`config.mk`:
```
export PLATFORM = sky130hd
export DESIGN_NAME = swtrig_ctrl
export DESIGN_NICKNAME = d
export VERILOG_FILES = /design/src/rtl/swtrig_pkg.sv /design/src/rtl/swtrig_regs.sv /design/src/rtl/swtrig_state.sv /design/src/rtl/swtrig_addr.sv /design/src/rtl/swtrig_ctrl.sv
export SDC_FILE = /design/constraint.sdc
export NUM_CORES = 1
export LEC_CHECK = 0
export BUFFER_PORTS_ARGS = -buffer_cell sky130_fd_sc_hd__buf_2
export CAP_MARGIN = 20
export CORE_ASPECT_RATIO = 1.75
export CORE_UTILIZATION = 51
export DETAILED_ROUTE_END_ITERATION = 6
export GPL_ROUTABILITY_DRIVEN = 0
export PLACE_DENSITY = 0.78
export SYNTH_ARGS = -nofsm -noshare
export SYNTH_HDL_FRONTEND = slang
export SYNTH_HIERARCHICAL = 1
export SYNTH_SLANG_ARGS = --single-unit
```
`constraint.sdc`:
```
create_clock -name clk -period 2.89 [get_ports clk]
set_input_delay 0.1445 -clock clk [delete_from_list [all_inputs] [get_ports clk]]
set_output_delay 0.1445 -clock clk [all_outputs]
set_load 0.005 [all_outputs]
```
`src/rtl/swtrig_pkg.sv`:
```
package swtrig_pkg;

    localparam int DATA_W = 32;

    // Register word select
    typedef enum logic [1:0] {
        SEL_BASE = 2'd0,
        SEL_TRIG = 2'd1,
        SEL_CFG  = 2'd2,
        SEL_CMD  = 2'd3
    } reg_sel_e;

    localparam int CFG_IE_BIT  = 0;
    localparam int CMD_CLR_BIT = 0;

    // End-of-transfer events from the engine
    typedef struct packed {
        logic ok;
        logic err;
        logic hold;
        logic flag;
    } end_evt_t;

    function automatic logic evt_any(end_evt_t e);
        return e.ok | e.err | e.hold;
    endfunction

    function automatic logic evt_sets_done(end_evt_t e);
        return e.ok & e.flag;
    endfunction

endpackage

```
`src/rtl/swtrig_regs.sv`:
```
module swtrig_regs
    import swtrig_pkg::*;
#(
    parameter int ADDR_W = 32
) (
    input  logic              clk,
    input  logic              rst,
    input  logic              wr,
    input  logic [1:0]        addr,
    input  logic [DATA_W-1:0] wdata,
    output logic [ADDR_W-1:0] base,
    output logic              ie,
    output logic              trig_wr,
    output logic              clr_cmd
);
    reg_sel_e sel;
    assign sel = reg_sel_e'(addr);

    always_ff @(posedge clk) begin
        if (rst) begin
            base <= '0;
            ie   <= 1'b0;
        end else if (wr) begin
            if (sel == SEL_BASE) base <= wdata[ADDR_W-1:0];
            if (sel == SEL_CFG)  ie   <= wdata[CFG_IE_BIT];
        end
    end

    assign trig_wr = wr && (sel == SEL_TRIG);
    assign clr_cmd = wr && (sel == SEL_CMD) && wdata[CMD_CLR_BIT];
endmodule

```
`src/rtl/swtrig_state.sv`:
```
module swtrig_state
    import swtrig_pkg::*;
#(
    parameter int PTR_W = 16
) (
    input  logic             clk,
    input  logic             rst,
    input  logic             trig_wr,
    input  logic [PTR_W-1:0] trig_ptr,
    input  logic             clr_cmd,
    input  end_evt_t         evt,
    input  logic             chain_vld,
    input  logic [PTR_W-1:0] chain_ptr,
    input  logic             req_ready,
    output logic             pending,
    output logic             done,
    output logic [PTR_W-1:0] ptr,
    output logic             req_valid
);
    logic accept;
    assign accept = trig_wr && !pending;

    always_ff @(posedge clk) begin
        if (rst) begin
            pending   <= 1'b0;
            ptr       <= '0;
            req_valid <= 1'b0;
        end else if (accept) begin
            pending   <= 1'b1;
            ptr       <= trig_ptr;
            req_valid <= 1'b1;
        end else if (pending) begin
            if (evt_any(evt)) begin
                pending   <= 1'b0;
                req_valid <= 1'b0;
            end else begin
                if (chain_vld) ptr <= chain_ptr;
                if (req_valid && req_ready) req_valid <= 1'b0;
            end
        end
    end

    // Set wins over clear
    always_ff @(posedge clk) begin
        if (rst)                                done <= 1'b0;
        else if (pending && evt_sets_done(evt)) done <= 1'b1;
        else if (clr_cmd)                       done <= 1'b0;
    end
endmodule

```
`src/rtl/swtrig_addr.sv`:
```
module swtrig_addr #(
    parameter int ADDR_W = 32,
    parameter int PTR_W  = 16
) (
    input  logic [ADDR_W-1:0] base,
    input  logic [PTR_W-1:0]  ptr,
    output logic [ADDR_W-1:0] addr
);
    assign addr = base + ADDR_W'(ptr);
endmodule

```
`src/rtl/swtrig_ctrl.sv`:
```
module swtrig_ctrl
    import swtrig_pkg::*;
#(
    parameter int ADDR_W = 32,
    parameter int PTR_W  = 16
) (
    input  logic              clk,
    input  logic              rst,
    input  logic              cpu_wr,
    input  logic [1:0]        cpu_addr,
    input  logic [DATA_W-1:0] cpu_wdata,
    output logic [DATA_W-1:0] cpu_rdata,
    input  logic              end_ok,
    input  logic              end_irq,
    input  logic              end_err,
    input  logic              end_wait,
    input  logic              chain_vld,
    input  logic [PTR_W-1:0]  chain_ptr,
    output logic              req_valid,
    input  logic              req_ready,
    output logic [PTR_W-1:0]  req_ptr,
    output logic [ADDR_W-1:0] req_addr,
    output logic              irq
);
    localparam int PEND_BIT = PTR_W;
    localparam int DONE_BIT = PTR_W + 1;

    logic [ADDR_W-1:0] base;
    logic              ie, trig_wr, clr_cmd;
    logic              pending, done;
    logic [PTR_W-1:0]  ptr;
    end_evt_t          evt;

    assign evt = '{ok: end_ok, err: end_err, hold: end_wait, flag: end_irq};

    swtrig_regs #(.ADDR_W(ADDR_W)) u_regs (
        .clk(clk), .rst(rst), .wr(cpu_wr), .addr(cpu_addr), .wdata(cpu_wdata),
        .base(base), .ie(ie), .trig_wr(trig_wr), .clr_cmd(clr_cmd)
    );

    swtrig_state #(.PTR_W(PTR_W)) u_state (
        .clk(clk), .rst(rst), .trig_wr(trig_wr), .trig_ptr(cpu_wdata[PTR_W-1:0]),
        .clr_cmd(clr_cmd), .evt(evt), .chain_vld(chain_vld), .chain_ptr(chain_ptr),
        .req_ready(req_ready), .pending(pending), .done(done), .ptr(ptr),
        .req_valid(req_valid)
    );

    swtrig_addr #(.ADDR_W(ADDR_W), .PTR_W(PTR_W)) u_addr (
        .base(base), .ptr(ptr), .addr(req_addr)
    );

    assign req_ptr = ptr;
    assign irq     = ie & done;

    always_comb begin
        cpu_rdata = '0;
        case (reg_sel_e'(cpu_addr))
            SEL_BASE: cpu_rdata = DATA_W'(base);
            SEL_TRIG: begin
                cpu_rdata[PTR_W-1:0] = ptr;
                cpu_rdata[PEND_BIT]  = pending;
                cpu_rdata[DONE_BIT]  = done;
            end
            SEL_CFG:  cpu_rdata[CFG_IE_BIT] = ie;
            default:  cpu_rdata = '0;
        endcase
    end
endmodule

```
==> results_dict.tcl <==
set metrics [dict create \
    status "complete, no violations" \
    layout.nets 667 \
    p_comb_share_pct 20.7 \
    initial_core_util_pct 52.3 \
    antenna_found_initial 0 \
    rows 43 \
    drive_gt1_share_pct 31.1 \
    synth_top_area_share_pct 25.2 \
    synth_cell_types 53 \
    yosys.area.top_type "dfxtp_1" \
    fin_util_pct 62.9 \
    antenna_left 0 \
    rsz0062_at_grt "true" \
    dieArea_sq_um 8490 \
    core_sq_um 7910 \
    r2r_end "u_state/ptr[12]" \
    wl_per_cell_um 16.2 \
    r2r_start "u_state/pending" \
    reg2regPathDepth 4 \
    cts_sinks 52 \
    fin_skew_ns 0.00118 \
    power_density_nw_per_um2 354 \
    regToRegSetupSlack_ns 1.20 \
    postSynthAreaPerCell_sq_um 8.91 \
    num_vias 3871 \
    drc 0 \
    netlist_area_sq_um 4140 \
    tightest_slew_ns 0.698 \
    slowest_delay_ns 0.42 \
    max-vdd-ir-drop_uv 399 \
    grtUsageTotal_pct 26.1 \
    drv_cap 0 \
    path_class "reg2out" \
    hold_path_depth 3 \
    io_pins 141 \
    relSlewSlack_pct 53.3 \
    synth-async-reset-ratio_pct 0 \
    arrival_ns 2.62 \
    insertion_delay_ns 0.29 \
    first_pass_iters 4 \
    min_to "u_state/done" \
    synth_edf_count 0 \
    setup_tns_ns 0 \
    htreeDepth 2 \
    numCtsBuffers 5 \
    grt_first_pass_wirelength_mm 17.9 \
    finalInstanceArea_sq_um 4980 \
    hp-start "end_irq" \
    path_cells "ha_4 -> fa_2 -> a21o_1 -> a221oi_4 -> o21ai_4 -> a221oi_4 -> buf_4 -> xnor2_1 -> buf_2" \
    setup_viol 0 \
    syn-instance-count 464 \
    grt_pass1_vias 3839 \
    crit_path_top_delay_cell "a221oi_4" \
    clk_pin_slew_worst_paths_ns 0.07 \
    power_frac_seq_pct 44.4 \
    p_clk_share_pct 34.9 \
    cts_buffer_depth 2 \
    p_sw_w 0.000496 \
    drv_slew 0 \
    p_leak_nw 2.40 \
    drt_iter0_markers 130 \
    grt_max_degree 85 \
    p_total_w 0.00176 \
    yosysWarnings 6 \
    grt_overflow 0 \
    cts_tree "built" \
    p_int_w 0.00126 \
    stdcell_count 682 \
    wirelength_mm 11.1 \
    timing.critical_path.mode_cell "a221oi_4" \
    syn_nets 540 \
    dp_hpwl_mm 8.28 \
    n_antenna_cell 0 \
    synth_common_cells "mux2i_1, nand2b_1, dfxtp_1, nor2_1, a211oi_1" \
    placed_area_sq_um 4780 \
    hold_viol_final 0 \
    die_h_um 121 \
    dp_cells 670 \
    synth_seq_area_share_pct 25.2 \
    hold_path_class "in2reg" \
    period_needed_ns 2.76 \
    start_kind "register" \
    yosys-top-cells-area "dfxtp_1, mux2i_1, nand2b_1" \
    critPathCaptureType "output port" \
    netSwitchingFraction_pct 28.2 \
    die_w_um 70.1 \
    crit_required_ns 2.75 \
    root_buffer "clkbuf_16" \
    ctsHoldBuffers 0 \
    fin_crit_sh_pct 95.7 \
    max_freq_mhz 362 \
    port_buffers 140 \
    yosys_most_used_dff "dfxtp_1" \
    area_growth_pct 20.4 \
    crit_fanout 6 \
    via_per_inst 5.68 \
    synth-seq-cells 52 \
]
worst max path at each step:
stage	start	endpoint
final	u_regs/base[0]	req_addr[18]
after global routing	u_regs/base[0]	req_addr[18]
after CTS	u_regs/base[0]	req_addr[18]
after detailed placement	u_regs/base[0]	req_addr[30]
after global placement	u_regs/base[0]	req_addr[30]
after floorplan	u_state/ptr[0]	req_addr[24]
layout by cell type (no fill, tap or decap), types with 11 or more instances in the layout:
master and instances:
buf_2 140, mux2i_1 67, nand2b_1 67, dfxtp_1 50, nor2_1 34, a211oi_1 25
and2_1 18, xnor2_1 17, nand2_1 15, a21oi_1 15, ha_1 15, buf_4 11
registers in the layout, summed over array words and instances (netlist names):
signal and cells:
u_state/pending 1, u_state/req_valid 1, u_regs/ie 1, u_regs/base 32
u_state/ptr 16, u_state/done 1
worst max-delay path, delay by kind of cell (launching register included):
kind,cells,cell delay [ns]
adder cells (fa/ha/maj),2,0.50
buffers and inverters,2,0.31
XOR/XNOR,1,0.10
flip-flops,1,0.34
AO/OA/AOI/OAI,4,1.06
cell families after synthesis:
kind of cell	Yosys count	share of synthesized area [%]
muxes	67	16.2
buffers and inverters	37	6.17
AOI/OAI and AO/OA	94	18.2
adders and majority gates	17	5.32
DFF	52	25.2
and+or+nand+nor	170	23.2
xor gates and xnor gates	27	5.72
metrics by stage:
step | hold WS, ns | worst slack [ns]
after floorplan | 0.296 | 0.573
after global placement | 0.410 | 0.302
after detailed placement | 0.411 | 0.269
after CTS | 0.104 | 0.0109
after global routing | 0.111 | -0.00981
final | 0.102 | 0.125
per-layer routing:
metal / track usage, % / share of wire (%) / vias to the layer above
li1: - / - / 1906
met1: 28.4 / 40 / 1820
met2: 50.4 / 54 / 129
met3: 3.49 / 4.0 / 16
met4: 8.63 / 2.1 / 0
met5: 0 / 0 / -
area by class of cell:
type,instances,area [sq um]
fillers,680,2930
multi-input cells,375,2870
flip-flops and latches,52,1040
repair buffers,151,783
clock buffers,7,143
well taps,90,113
inverters,6,22.5
clock inverters,1,7.51
power by group through the flow:
stage                     Clock [W]  Sequential (W)  Combinational [W]
after floorplan                   0        0.000788           0.000233
after global placement            0        0.000795           0.000352
after detailed placement          0        0.000797           0.000361
after CTS                  0.000628        0.000781           0.000363
after global routing       0.000656        0.000786           0.000398
final                      0.000614        0.000782           0.000365
what timing repair did:
action / in CTS / in global routing
buffers inserted: 2 / 2
setup endpoints to repair: 4 / 6
resized for setup: 0 / 6
pin swaps: 2 / 4
(Power assumes the default switching activity.)
